`src/rtl/spi_dr_pkg.sv`:
```
package spi_dr_pkg;
  typedef enum logic {
    ROLE_SLAVE  = 1'b0,
    ROLE_MASTER = 1'b1
  } spi_role_e;

  typedef struct packed {
    logic clr;
    logic load;
    logic sample;
    logic shift;
  } shift_ctl_t;
endpackage

```
`src/rtl/spi_dr_sync.sv`:
```
module spi_dr_sync #(
  parameter int W = 1,
  parameter int STAGES = 2,
  parameter logic [W-1:0] RST_VAL = '0
) (
  input  logic         clk,
  input  logic         rst_n,
  input  logic [W-1:0] d,
  output logic [W-1:0] q
);
  logic [STAGES-1:0][W-1:0] stg;

  if (STAGES == 1) begin : g_one
    always_ff @(posedge clk or negedge rst_n)
      if (!rst_n) stg <= RST_VAL;
      else        stg <= d;
  end else begin : g_chain
    always_ff @(posedge clk or negedge rst_n)
      if (!rst_n) stg <= {STAGES{RST_VAL}};
      else        stg <= {stg[STAGES-2:0], d};
  end

  assign q = stg[STAGES-1];
endmodule

```
`src/rtl/spi_dr_sck_gen.sv`:
```
module spi_dr_sck_gen #(
  parameter int DIV_W = 7
) (
  input  logic             clk,
  input  logic             rst_n,
  input  logic             run,
  input  logic [DIV_W-1:0] half_m1,
  output logic             sck,
  output logic             rise_p,
  output logic             fall_p
);
  logic [DIV_W-1:0] cnt;
  logic             tick;

  assign tick   = run && (cnt == half_m1);
  assign rise_p = tick && !sck;
  assign fall_p = tick && sck;

  always_ff @(posedge clk or negedge rst_n) begin
    if (!rst_n) begin
      cnt <= '0;
      sck <= 1'b0;
    end else if (!run) begin
      cnt <= '0;
      sck <= 1'b0;
    end else if (tick) begin
      cnt <= '0;
      sck <= !sck;
    end else begin
      cnt <= cnt + 1'b1;
    end
  end
endmodule

```
`src/rtl/spi_dr_shifter.sv`:
```
module spi_dr_shifter
  import spi_dr_pkg::*;
#(
  parameter int W = 16
) (
  input  logic         clk,
  input  logic         rst_n,
  input  logic         wide,
  input  shift_ctl_t   ctl,
  input  logic [W-1:0] load_data,
  input  logic         in_bit,
  output logic         out_bit,
  output logic         done,
  output logic [W-1:0] frame
);
  localparam int HW = W / 2;
  localparam int CW = $clog2(W);

  logic [W-1:0]  sh;
  logic          smp;
  logic [CW-1:0] cnt;
  logic [CW-1:0] last;
  logic [W-1:0]  nxt;

  assign last    = wide ? CW'(W - 1) : CW'(HW - 1);
  assign nxt     = {sh[W-2:0], smp};
  assign done    = ctl.shift && !ctl.clr && (cnt == last);
  assign frame   = wide ? nxt : {{(W-HW){1'b0}}, nxt[HW-1:0]};
  assign out_bit = sh[W-1];

  always_ff @(posedge clk or negedge rst_n) begin
    if (!rst_n) begin
      sh  <= '0;
      smp <= 1'b0;
      cnt <= '0;
    end else if (ctl.clr) begin
      cnt <= '0;
    end else if (ctl.load) begin
      sh  <= load_data;
      cnt <= '0;
    end else begin
      if (ctl.sample) smp <= in_bit;
      if (ctl.shift) begin
        sh  <= nxt;
        cnt <= done ? '0 : cnt + 1'b1;
      end
    end
  end
endmodule

```
`src/rtl/spi_dual_role.sv`:
```
module spi_dual_role
  import spi_dr_pkg::*;
#(
  parameter int FRAME_W = 16,
  parameter int DIV_W = 7,
  parameter int SYNC_STAGES = 2
) (
  input  logic               clk,
  input  logic               rst_n,
  input  logic               cfg_master,
  input  logic               cfg_wide,
  input  logic               cfg_ss_out,
  input  logic [DIV_W-1:0]   cfg_div,
  input  logic               tx_valid,
  output logic               tx_ready,
  input  logic [FRAME_W-1:0] tx_data,
  output logic               rx_valid,
  input  logic               rx_ready,
  output logic [FRAME_W-1:0] rx_data,
  output logic               overrun,
  input  logic               sck_i,
  output logic               sck_o,
  output logic               sck_oe,
  input  logic               mosi_i,
  output logic               mosi_o,
  output logic               mosi_oe,
  input  logic               miso_i,
  output logic               miso_o,
  output logic               miso_oe,
  input  logic               ss_n_i,
  output logic               ss_n_o,
  output logic               ss_n_oe
);
  localparam int HALF_W = FRAME_W / 2;

  spi_role_e    role;
  logic         is_m;
  logic         ss_s, sck_s, mosi_s, ss_d, sck_d;
  logic         slv_act, slv_ss_fall, slv_ss_rise, slv_rise, slv_fall;
  logic         busy, start, m_sck, m_rise, m_fall;
  logic         hold_full, accept, consume;
  logic [FRAME_W-1:0] hold, ld_data, frame;
  logic         sh_out, done;
  shift_ctl_t   ctl;

  assign role = spi_role_e'(cfg_master);
  assign is_m = (role == ROLE_MASTER);

  spi_dr_sync #(.W(3), .STAGES(SYNC_STAGES), .RST_VAL(3'b100)) u_sync (
    .clk(clk), .rst_n(rst_n),
    .d({ss_n_i, sck_i, mosi_i}),
    .q({ss_s, sck_s, mosi_s})
  );

  always_ff @(posedge clk or negedge rst_n) begin
    if (!rst_n) begin
      ss_d  <= 1'b1;
      sck_d <= 1'b0;
    end else begin
      ss_d  <= ss_s;
      sck_d <= sck_s;
    end
  end

  assign slv_act     = !is_m && !ss_s;
  assign slv_ss_fall = !is_m && ss_d && !ss_s;
  assign slv_ss_rise = !is_m && !ss_d && ss_s;
  assign slv_rise    = slv_act && sck_s && !sck_d;
  assign slv_fall    = slv_act && !sck_s && sck_d;

  spi_dr_sck_gen #(.DIV_W(DIV_W)) u_sck (
    .clk(clk), .rst_n(rst_n), .run(busy), .half_m1(cfg_div),
    .sck(m_sck), .rise_p(m_rise), .fall_p(m_fall)
  );

  assign start   = is_m && !busy && hold_full;
  assign ld_data = !hold_full ? '0 :
                   cfg_wide   ? hold : {hold[HALF_W-1:0], {(FRAME_W-HALF_W){1'b0}}};

  always_comb begin
    ctl.clr    = slv_ss_rise;
    ctl.load   = start || slv_ss_fall || (slv_act && done);
    ctl.sample = is_m ? (busy && m_rise) : slv_rise;
    ctl.shift  = is_m ? (busy && m_fall) : slv_fall;
  end

  spi_dr_shifter #(.W(FRAME_W)) u_shift (
    .clk(clk), .rst_n(rst_n), .wide(cfg_wide), .ctl(ctl),
    .load_data(ld_data), .in_bit(is_m ? miso_i : mosi_s),
    .out_bit(sh_out), .done(done), .frame(frame)
  );

  always_ff @(posedge clk or negedge rst_n) begin
    if (!rst_n)                busy <= 1'b0;
    else if (!is_m)            busy <= 1'b0;
    else if (start)            busy <= 1'b1;
    else if (done)             busy <= 1'b0;
  end

  assign tx_ready = !hold_full;
  assign accept   = tx_valid && tx_ready;
  assign consume  = ctl.load && hold_full;

  always_ff @(posedge clk or negedge rst_n) begin
    if (!rst_n) begin
      hold_full <= 1'b0;
      hold      <= '0;
    end else if (accept) begin
      hold_full <= 1'b1;
      hold      <= tx_data;
    end else if (consume) begin
      hold_full <= 1'b0;
    end
  end

  always_ff @(posedge clk or negedge rst_n) begin
    if (!rst_n) begin
      rx_valid <= 1'b0;
      rx_data  <= '0;
      overrun  <= 1'b0;
    end else begin
      if (rx_valid && rx_ready) begin
        rx_valid <= 1'b0;
        overrun  <= 1'b0;
      end
      if (done) begin
        if (rx_valid && !rx_ready) begin
          overrun <= 1'b1;
        end else begin
          rx_valid <= 1'b1;
          rx_data  <= frame;
        end
      end
    end
  end

  assign sck_o   = is_m ? m_sck : 1'b0;
  assign sck_oe  = is_m;
  assign mosi_o  = sh_out;
  assign mosi_oe = is_m;
  assign miso_o  = sh_out;
  assign miso_oe = slv_act;
  assign ss_n_o  = !busy;
  assign ss_n_oe = is_m && cfg_ss_out;
endmodule

```
`config.mk`:
```
export PLATFORM = sky130hd
export DESIGN_NAME = spi_dual_role
export DESIGN_NICKNAME = d
export VERILOG_FILES = /design/src/rtl/spi_dr_pkg.sv /design/src/rtl/spi_dr_sync.sv /design/src/rtl/spi_dr_sck_gen.sv /design/src/rtl/spi_dr_shifter.sv /design/src/rtl/spi_dual_role.sv
export SDC_FILE = /design/constraint.sdc
export NUM_CORES = 1
export LEC_CHECK = 0
export BUFFER_PORTS_ARGS = -buffer_cell sky130_fd_sc_hd__buf_2
export CAP_MARGIN = 20
export CORE_MARGIN = 5
export CORE_UTILIZATION = 35
export CTS_BUF_LIST = sky130_fd_sc_hd__clkbuf_4
export DETAILED_ROUTE_END_ITERATION = 6
export SYNTH_ARGS = -nofsm -noshare
export SYNTH_HDL_FRONTEND = slang
export SYNTH_SLANG_ARGS = --single-unit
```
`constraint.sdc`:
```
create_clock -name clk -period 2.15 [get_ports clk]
set_input_delay 0.43 -clock clk [delete_from_list [all_inputs] [get_ports clk]]
set_output_delay 0.43 -clock clk [all_outputs]
set_load 0.005 [all_outputs]
```
Word level (Yosys, flattened, before mapping)
Cells that the tools add are included.
{ "word_totals": {"output_inout_bits": 27, "input_bits": 34, "wordCells": 95, "register_bits": 73} }
{ "classes": {"eq_ne": 4, "mux": 29, "bitwise": 3, "n_reduce_logical": 42, "add_sub_neg": 2} }
{ "op_table": {"columns": ["operator", "count"], "rows": [
  ["$mux W16", 5],
  ["$logic_and A1 B1 Y1", 24],
  ["$mux W4", 5],
  ["$mux W1", 17],
  ["$mux W7", 2],
  ["$logic_not A1 Y1", 10],
  ["$add A7 B1 Y7 const B", 1],
  ["$eq A7 B7 Y1", 1],
  ["$add A4 B1 Y4 const B", 1],
  ["$eq A4 B4 Y1", 1],
  ["$reduce_and A2 Y1", 2],
  ["$reduce_bool A2 Y1", 2],
  ["$ne A3 B1 Y1 const B", 1],
  ["$not A1 Y1", 3],
  ["$reduce_and A3 Y1", 1],
  ["$reduce_bool A3 Y1", 1],
  ["$logic_or A1 B1 Y1", 2],
  ["$ne A2 B1 Y1 const B", 1]
]} }

Depth between registers and ports, before layout
Gate-level depths: netlist (run 1).
{ "depth": {"depth_word": 12, "depth_mapped": 8, "depth_no_buf": 5} }

Modules after synthesis
A second synthesis (run 1) with hierarchy kept.
{ "hier_totals": {"hier_cells": 294, "hier_area_um2": 3569.7} }
{ "by_module_without_submodules": {"columns": ["mod", "cells_per_inst", "instances", "area_each_um2"], "rows": [
  ["spi_dual_role", 129, 1, 1788.0],
  ["spi_dr_shifter", 114, 1, 1137.3],
  ["spi_dr_sck_gen", 42, 1, 469.2],
  ["spi_dr_sync", 9, 1, 175.2]
]} }

Least setup slack after synthesis (run 1)
No wires, ideal clock.
{ "synth_path": {"path_type": "input -> register", "startpoint": "input cfg_div[1]", "endpoint": "register rx_data[6]", "path_slack_ns": 0.158, "path_buffers": 2, "required_time_ns": 2.025, "path_stages": 7, "arrival_time_ns": 1.867, "cell_sequence": "xor2_1 > nor4_4 > and4_1 > buf_4 > o221ai_4 > buf_6 > mux2_4"} }
{ "synth_via": {"elab_chain_cells": 8} }
{ "synth_rtl": {"columns": ["item", "line", "text"], "rows": [
  ["start: declaration", "spi_dual_role.sv:13", "input logic [DIV_W-1:0] cfg_div,"],
  ["$eq A7 B7 Y1", "spi_dr_sck_gen.sv:15", "assign tick = run && (cnt == half_m1);"],
  ["$logic_and A1 B1 Y1", "spi_dr_sck_gen.sv:15", null],
  ["$logic_and A1 B1 Y1", "spi_dr_sck_gen.sv:17", "assign fall_p = tick && sck;"],
  ["$logic_and A1 B1 Y1", "spi_dual_role.sv:84", "ctl.shift = is_m ? (busy && m_fall) : slv_fall;"],
  ["$mux W1", "spi_dual_role.sv:84", null],
  ["$logic_and A1 B1 Y1 (2 in series)", "spi_dr_shifter.sv:27", "assign done = ctl.shift && !ctl.clr && (cnt == last);"],
  ["$reduce_and A2 Y1 (no line)", null, null],
  ["end signal: assignment", "spi_dual_role.sv:131", "rx_data <= frame;"],
  ["end: declaration", "spi_dual_role.sv:19", "output logic [FRAME_W-1:0] rx_data,"]
]} }
Every way passes these cells.
A chain may end at the register's enable or synchronous reset.

Worst setup path after layout (run 1)
{ "layout_path": {"startpoint": "register u_sck.cnt[4]", "endpoint": "register u_shift.sh[5]"} }
{ "layout_via": {"elab_chain_cells": 11, "word_cells_on_any_way": 12, "cone_classes": "eq/ne (1); mux (2); reduce/logical (9)"} }
{ "layout_rtl": {"columns": ["item", "line", "text"], "rows": [
  ["start: declaration", "spi_dr_sck_gen.sv:12", "logic [DIV_W-1:0] cnt;"],
  ["start signal: assignment", "spi_dr_sck_gen.sv:30", "cnt <= cnt + 1'b1;"],
  ["$eq A7 B7 Y1 *", "spi_dr_sck_gen.sv:15", null],
  ["$logic_and A1 B1 Y1 *", "spi_dr_sck_gen.sv:15", null],
  ["$logic_and A1 B1 Y1 *", "spi_dr_sck_gen.sv:17", null],
  ["$logic_and A1 B1 Y1 *", "spi_dual_role.sv:84", null],
  ["$mux W1 *", "spi_dual_role.sv:84", null],
  ["$logic_and A1 B1 Y1 (2 in series)", "spi_dr_shifter.sv:27", null],
  ["$logic_and A1 B1 Y1", "spi_dual_role.sv:82", "ctl.load = start || slv_ss_fall || (slv_act && done);"],
  ["$logic_or A1 B1 Y1", "spi_dual_role.sv:82", null],
  ["$reduce_bool A2 Y1 (no line)", null, null],
  ["$reduce_and A2 Y1 (no line)", null, null],
  ["end signal: assignment", "spi_dr_shifter.sv:39", "sh <= load_data;"],
  ["end signal: assignment", "spi_dr_shifter.sv:44", "sh <= nxt;"],
  ["end: declaration", "spi_dr_shifter.sv:19", "logic [W-1:0] sh;"]
]} }
Mark *: on every way between the ends. The rest lies on a longest branch, timed or not.

==> results of run 1 <==
-- registers in the layout, indices dropped and copies added (netlist names), 3 cells and up --
register,flops
hold,16
rx_data,16
u_sck.cnt,7
u_shift.cnt,4
u_shift.sh,16
u_sync.q,3
u_sync.stg,3
-- layer usage --
metal | vias to the layer above | global-route usage [%] | wire [um]
met2 | 48 | 20.9 | 3640
met5 | - | 0 | 0
li1 | 1225 | - | -
met3 | 14 | 2.07 | 197
met1 | 1233 | 18.3 | 3680
met4 | 0 | 5.99 | 176
-- worst max-delay path, cell delays in order, from the launching register on --
cell	delay, ps
dfrtp_1	440
xor2_1	260
nor4_4	60
buf_4	150
nand4_1	150
buf_4	160
nand2_1	100
buf_12	190
a221o_1	310
-- area by class of cell --
| cell class | instances | area [sq um] |
|---|---|---|
| diodes | 1 | 2.50 |
| fillers | 1009 | 5540 |
| multi-input cells | 207 | 1570 |
| flip-flops and latches | 73 | 1830 |
| well taps | 133 | 166 |
| repair buffers | 78 | 485 |
| clock inverters | 7 | 118 |
| clock buffers | 9 | 67.6 |
| inverters | 12 | 45.0 |
-- per-stage QoR --
stage | util (%) | worst slack (ps) | hold slack (ps)
finish | 43.6 | 209 | 7.58
detailed placement | 41.7 | 77.7 | 336
CTS | 43.6 | 185 | 15.8
global route | 43.6 | 59.5 | 20.4
global placement | 41.7 | 95.7 | 334
floorplan | - | 158 | 134
-- synthesized netlist by cell type (all sizes together), types with 5 or more instances --
master / instances / area share, %
a211oi: 8 / 2.1
a221o: 8 / 2.3
and2: 11 / 1.9
buf: 14 / 2.8
dfrtp: 70 / 49
inv: 11 / 1.2
mux2: 24 / 7.8
mux2i: 26 / 7.3
nand2: 26 / 2.7
nand3: 6 / 0.84
nor2: 29 / 3.1
nor3: 17 / 2.4
xnor2: 5 / 1.2
xor2: 9 / 2.2
-- path summary, 6_finish.rpt --
kind | from | depth (start not counted) | endpoint
hold reg to reg | u_sync.stg[0] | 0 | u_sync.q[0]
max in group asynchronous | rst_n | 2 | rx_data[6]
setup / recovery | u_sck.cnt[4] | 8 | u_shift.sh[5]
hold / removal | rst_n | 2 | u_sync.stg[1]
min in group clk | ss_n_i | 1 | u_sync.stg[2]
setup reg to reg | u_sck.cnt[4] | 8 | u_shift.sh[5]
-- power breakdown --
part           leakage (nW)  switching [mW]  internal [mW]
Clock                0.0902           0.491          0.588
Combinational          1.14           0.388          0.425
Sequential            0.883           0.235           1.65
Total                  2.12            1.11           2.66
-- kinds of logic (layout without fill, tap and decap cells) --
logic type,Yosys count,after routing
muxes,50,50
xor gates and xnor gates,14,14
other,0,1
buffers and inverters,30,106
and+or+nand+nor,104,104
AOI/OAI and AO/OA,37,37
DFF,73,73
adders and majority gates,2,2
==> impl_metrics.env, run 1 <==
export IMPL_power_static_leakage_nw=2.12
export IMPL_ir_drop_mv=0.312
export IMPL_critPathCaptureType="flip-flop"
export IMPL_seq_area_frac_synth_pct=51.5
export IMPL_antenna_found_initial=1
export IMPL_synth_top_family_by_area="multiplexers"
export IMPL_cts_root_buf="clkbuf_4"
export IMPL_clockBufferDepth=2
export IMPL_drive_above_1_share_pct=33.9
export IMPL_via_per_inst=4.85
export IMPL_die_w_um=111
export IMPL_cp_start_kind="flip-flop"
export IMPL_stdcell_area_sq_mm=0.00428
export IMPL_dp_cells=503
export IMPL_avgSynthCellArea_sq_um=11.5
export IMPL_hold_viol=0
export IMPL_drv_slew=0
export IMPL_grt_pass1_wl_um=13400
export IMPL_yosys_area_share_xor_xnor_pct=3.45
export IMPL_status="complete, no violations"
export IMPL_cts_tree="built"
export IMPL_final_cells=520
export IMPL_grt_setup_unrepaired="false"
export IMPL_synth_compound_area_share_pct=9.89
export IMPL_place_gp_congestion=0.770
export IMPL_arrival_ps=2240
export IMPL_clock_fmax_ghz=0.515
export IMPL_fin_crit_ps=1940
export IMPL_ys_warn_count=0
export IMPL_core_area_sq_mm=0.00982
export IMPL_yosys_area_share_simple_pct=14.9
export IMPL_ios=61
export IMPL_row_count=36
export IMPL_clk_latency_ps=410
export IMPL_post_cts_buffers=0
export IMPL_ys_flop_type="dfrtp_1"
export IMPL_finClkSkew_ps=12.5
export IMPL_ctsHoldBuffers=0
export IMPL_final_common_cell="dfrtp_1"
export IMPL_grt_max_degree=74
export IMPL_timing_max_cap_violations=0
export IMPL_powerDensity_mw_per_mm2=882
export IMPL_grt_total_usage_pct=13.4
export IMPL_place_area_sq_mm=0.00409
export IMPL_synth_adder_area_share_pct=0.704
export IMPL_start_util_pct=36.2
export IMPL_drtIter0Drc=125
export IMPL_wl_per_cell_um=14.8
export IMPL_num_nets_final=417
export IMPL_syn_instance_count=310
export IMPL_portBuffers=60
export IMPL_syn2layout_area_growth_pct=20.4
export IMPL_vias=2520
export IMPL_setup_viol=0
export IMPL_synth_edf_count=0
export IMPL_ys_ff_latch=73
export IMPL_r2r_setup_slack_ps=210
export IMPL_clk_pin_slew_ps=120
export IMPL_fin_tns_setup_ps=0
export IMPL_worstMarginPinSlew_ps=431
export IMPL_total_power_mw=3.78
export IMPL_required_ps=2450
export IMPL_final_cell_mix="70 x dfrtp_1, 60 x buf_2, 28 x nor2_1, 26 x nand2_1, 26 x mux2i_1"
export IMPL_path_class="flip-flop to flip-flop"
export IMPL_period_share_pct=90.3
export IMPL_synth_cell_types=47
export IMPL_ys_async_sr_fraction_pct=100
export IMPL_htreeDepth=3
export IMPL_first_pass_iters=4
export IMPL_die_y_um=111
export IMPL_max_slew_margin_rel_pct=71.3
export IMPL_cp_max_fo=17
export IMPL_post_cts_resized=0
export IMPL_synthMuxAreaShare_pct=15.1
export IMPL_syn_nets=346
export IMPL_hold_class="input pin to async pin"
export IMPL_drc=0
export IMPL_ant_nets=0
export IMPL_die_area_sq_mm=0.0123
export IMPL_cts_buffers=9
export IMPL_wl_um=7690
export IMPL_gr_total_overflow=0
export IMPL_clock_sinks=73
export IMPL_place_hpwl_um=5630
export IMPL_grt_pass1_vias=2680
export IMPL_syn_cell_area_sq_mm=0.00355
(Power assumes the default switching activity.)
==> run 2, diff against run 1 <==
- CORE_MARGIN: 5 -> not set
- clock period: 2.15 -> 2.5 ns (I/O delays scaled with it)
==> run 2 against run 1 <==
Compared with the run above:
- cell count decreased by 1.5%
- sequential power shrank 14%
- utilization decreased by 1.7 points
- hold slack better by 68 ps
- global-route usage up 2.5 points
- total power decreased by 22%
- worst setup slack improved by 200 ps
- combinational power shrank 16%
- highest routed layer unchanged
- clock power fell by 41%
==> impl_metrics.env, run 2 (same netlist as run 1, synthesis figures left out) <==
export IMPL_register_area_sq_mm=0.00183
export IMPL_finClkSkew_ps=15.9
export IMPL_ctsHoldBuffers=0
export IMPL_first_pass_iters=4
export IMPL_cp_start_kind="flip-flop"
export IMPL_r2r_setup_slack_ps=410
export IMPL_switching_share_pct=31.9
export IMPL_syn2layout_area_growth_pct=15.7
export IMPL_r2r_end="u_shift.sh[5]"
export IMPL_num_nets_final=410
export IMPL_grt_pass1_vias=2520
export IMPL_clk_latency_ps=430
export IMPL_combPwrFrac_pct=23.2
export IMPL_post_cts_resized=0
export IMPL_via_per_inst=4.87
export IMPL_ant_nets=0
export IMPL_period_share_pct=83.6
export IMPL_hold_viol=0
export IMPL_crit_end="u_shift.sh[5]"
export IMPL_critPathCaptureType="flip-flop"
export IMPL_grt_pass1_wl_um=12500
export IMPL_path_class="flip-flop to flip-flop"
export IMPL_worstSetupStartpoint="u_sck.cnt[0]"
export IMPL_ir_drop_mv=0.215
export IMPL_power_static_leakage_nw=2.04
export IMPL_required_ps=2880
export IMPL_reg2reg_depth=5
export IMPL_place_gp_congestion=0.765
export IMPL_drtIter0Drc=111
export IMPL_clock_fmax_ghz=0.479
export IMPL_fin_crit_ps=2090
export IMPL_timing_max_cap_violations=0
export IMPL_clockPowerShare_pct=21.6
export IMPL_worstMarginPinSlew_ps=636
export IMPL_cts_tree="built"
export IMPL_drc=0
export IMPL_diodes=0
export IMPL_fin_tns_setup_ps=0
export IMPL_largestRegisters="hold: 16 flops, rx_data: 16 flops, u_shift.sh: 16 flops"
export IMPL_ios=61
export IMPL_die_w_um=103
export IMPL_grt_setup_unrepaired="false"
export IMPL_portBuffers=60
export IMPL_vias=2495
export IMPL_cp_max_fo=8
export IMPL_clockBufferDepth=2
export IMPL_cts_buffers=9
export IMPL_internal_power_mw=1.99
export IMPL_nFillCells=996
export IMPL_die_area_sq_mm=0.0106
export IMPL_hold_ws_ps=76.1
export IMPL_multi_input_area_sq_mm=0.00157
export IMPL_status="complete, no violations"
export IMPL_drv_slew=0
export IMPL_start_util_pct=36.2
export IMPL_p_seq_share_pct=55.2
export IMPL_setup_viol=0
export IMPL_post_cts_buffers=0
export IMPL_antenna_found_initial=0
export IMPL_row_count=36
export IMPL_place_hpwl_um=5430
export IMPL_arrival_ps=2470
export IMPL_die_y_um=103
export IMPL_wl_per_cell_um=14.6
export IMPL_drive_above_1_share_pct=32.5
export IMPL_grt_max_degree=49
export IMPL_cts_root_buf="clkbuf_4"
export IMPL_p_sw_uw=936
export IMPL_rr_startpoint="u_sck.cnt[0]"
export IMPL_clk_pin_slew_ps=120
export IMPL_final_cell_mix="70 x dfrtp_1, 60 x buf_2, 28 x nor2_1, 26 x nand2_1, 26 x mux2i_1"
export IMPL_clock_sinks=73
export IMPL_powerDensity_mw_per_mm2=713
export IMPL_hold_class="input pin to async pin"
export IMPL_gr_total_overflow=0
export IMPL_final_common_cell="dfrtp_1"
export IMPL_grt_total_usage_pct=15.9
export IMPL_core_area_sq_mm=0.00982
export IMPL_wl_um=7490
export IMPL_max_slew_margin_rel_pct=57.6
export IMPL_htreeDepth=3
==> run 2: worst min-delay path by stage <==
stage,slack [ps],startpoint,end,depth (start not counted)
2_1_floorplan,200,rst_n,busy,0
3_3_place_gp,330,u_sync.stg[0],u_sync.q[0],0
3_5_place_dp,340,u_sync.stg[0],u_sync.q[0],0
4_1_cts,80,rst_n,rx_data[12],1
5_1_grt,90,rst_n,hold[8],1
6_report,80,rst_n,rx_data[14],1
==> run 2: area by class of cell <==
cell class                 count  share of cell area [%]
clock buffer                  12                    2.19
clock inverter                 4                   0.487
inverter                      12                    1.10
multi-input combinational    207                    38.1
sequential                    73                    44.5
tap                          133                    4.05
timing repair buffer          71                    9.61
==> run 2: per-stage QoR <==
step	utilization [%]	area, sq um	power, mW	setup slack (ps)	cells
floorplan	-	3550	2.09	438	310
global placement	40.8	4000	2.30	255	496
detailed placement	40.8	4000	2.33	201	496
CTS	41.9	4110	2.97	409	512
global route	41.9	4110	3.13	282	512
finish	41.9	4110	2.93	410	512
==> run 2: metal layers <==
| metal | part of all wire [%] | GRT usage (%) | vias up | routed length (um) |
|---|---|---|---|---|
| met3 | 4.7 | 4.00 | 12 | 351 |
| met5 | 0 | 0 | - | 0 |
| li1 | - | - | 1229 | - |
| met1 | 48 | 21.7 | 1205 | 3580 |
| met2 | 45 | 23.5 | 49 | 3390 |
| met4 | 2.2 | 7.69 | 0 | 163 |
==> run 2: critical path, stage by stage (launching register included) <==
cell      delay [ps]
dfrtp_1          430
xor2_1           180
nor4_4           350
nand4_1          310
a311oi_4         540
a221o_1          230
==> run 2: power groups by stage <==
stage          Clock, mW  Sequential (mW)  Combinational [mW]
6_report           0.634             1.62               0.679
4_1_cts            0.658             1.62               0.684
3_3_place_gp           0             1.64               0.657
3_5_place_dp           0             1.65               0.683
5_1_grt            0.707             1.66               0.764
2_1_floorplan          0             1.57               0.522
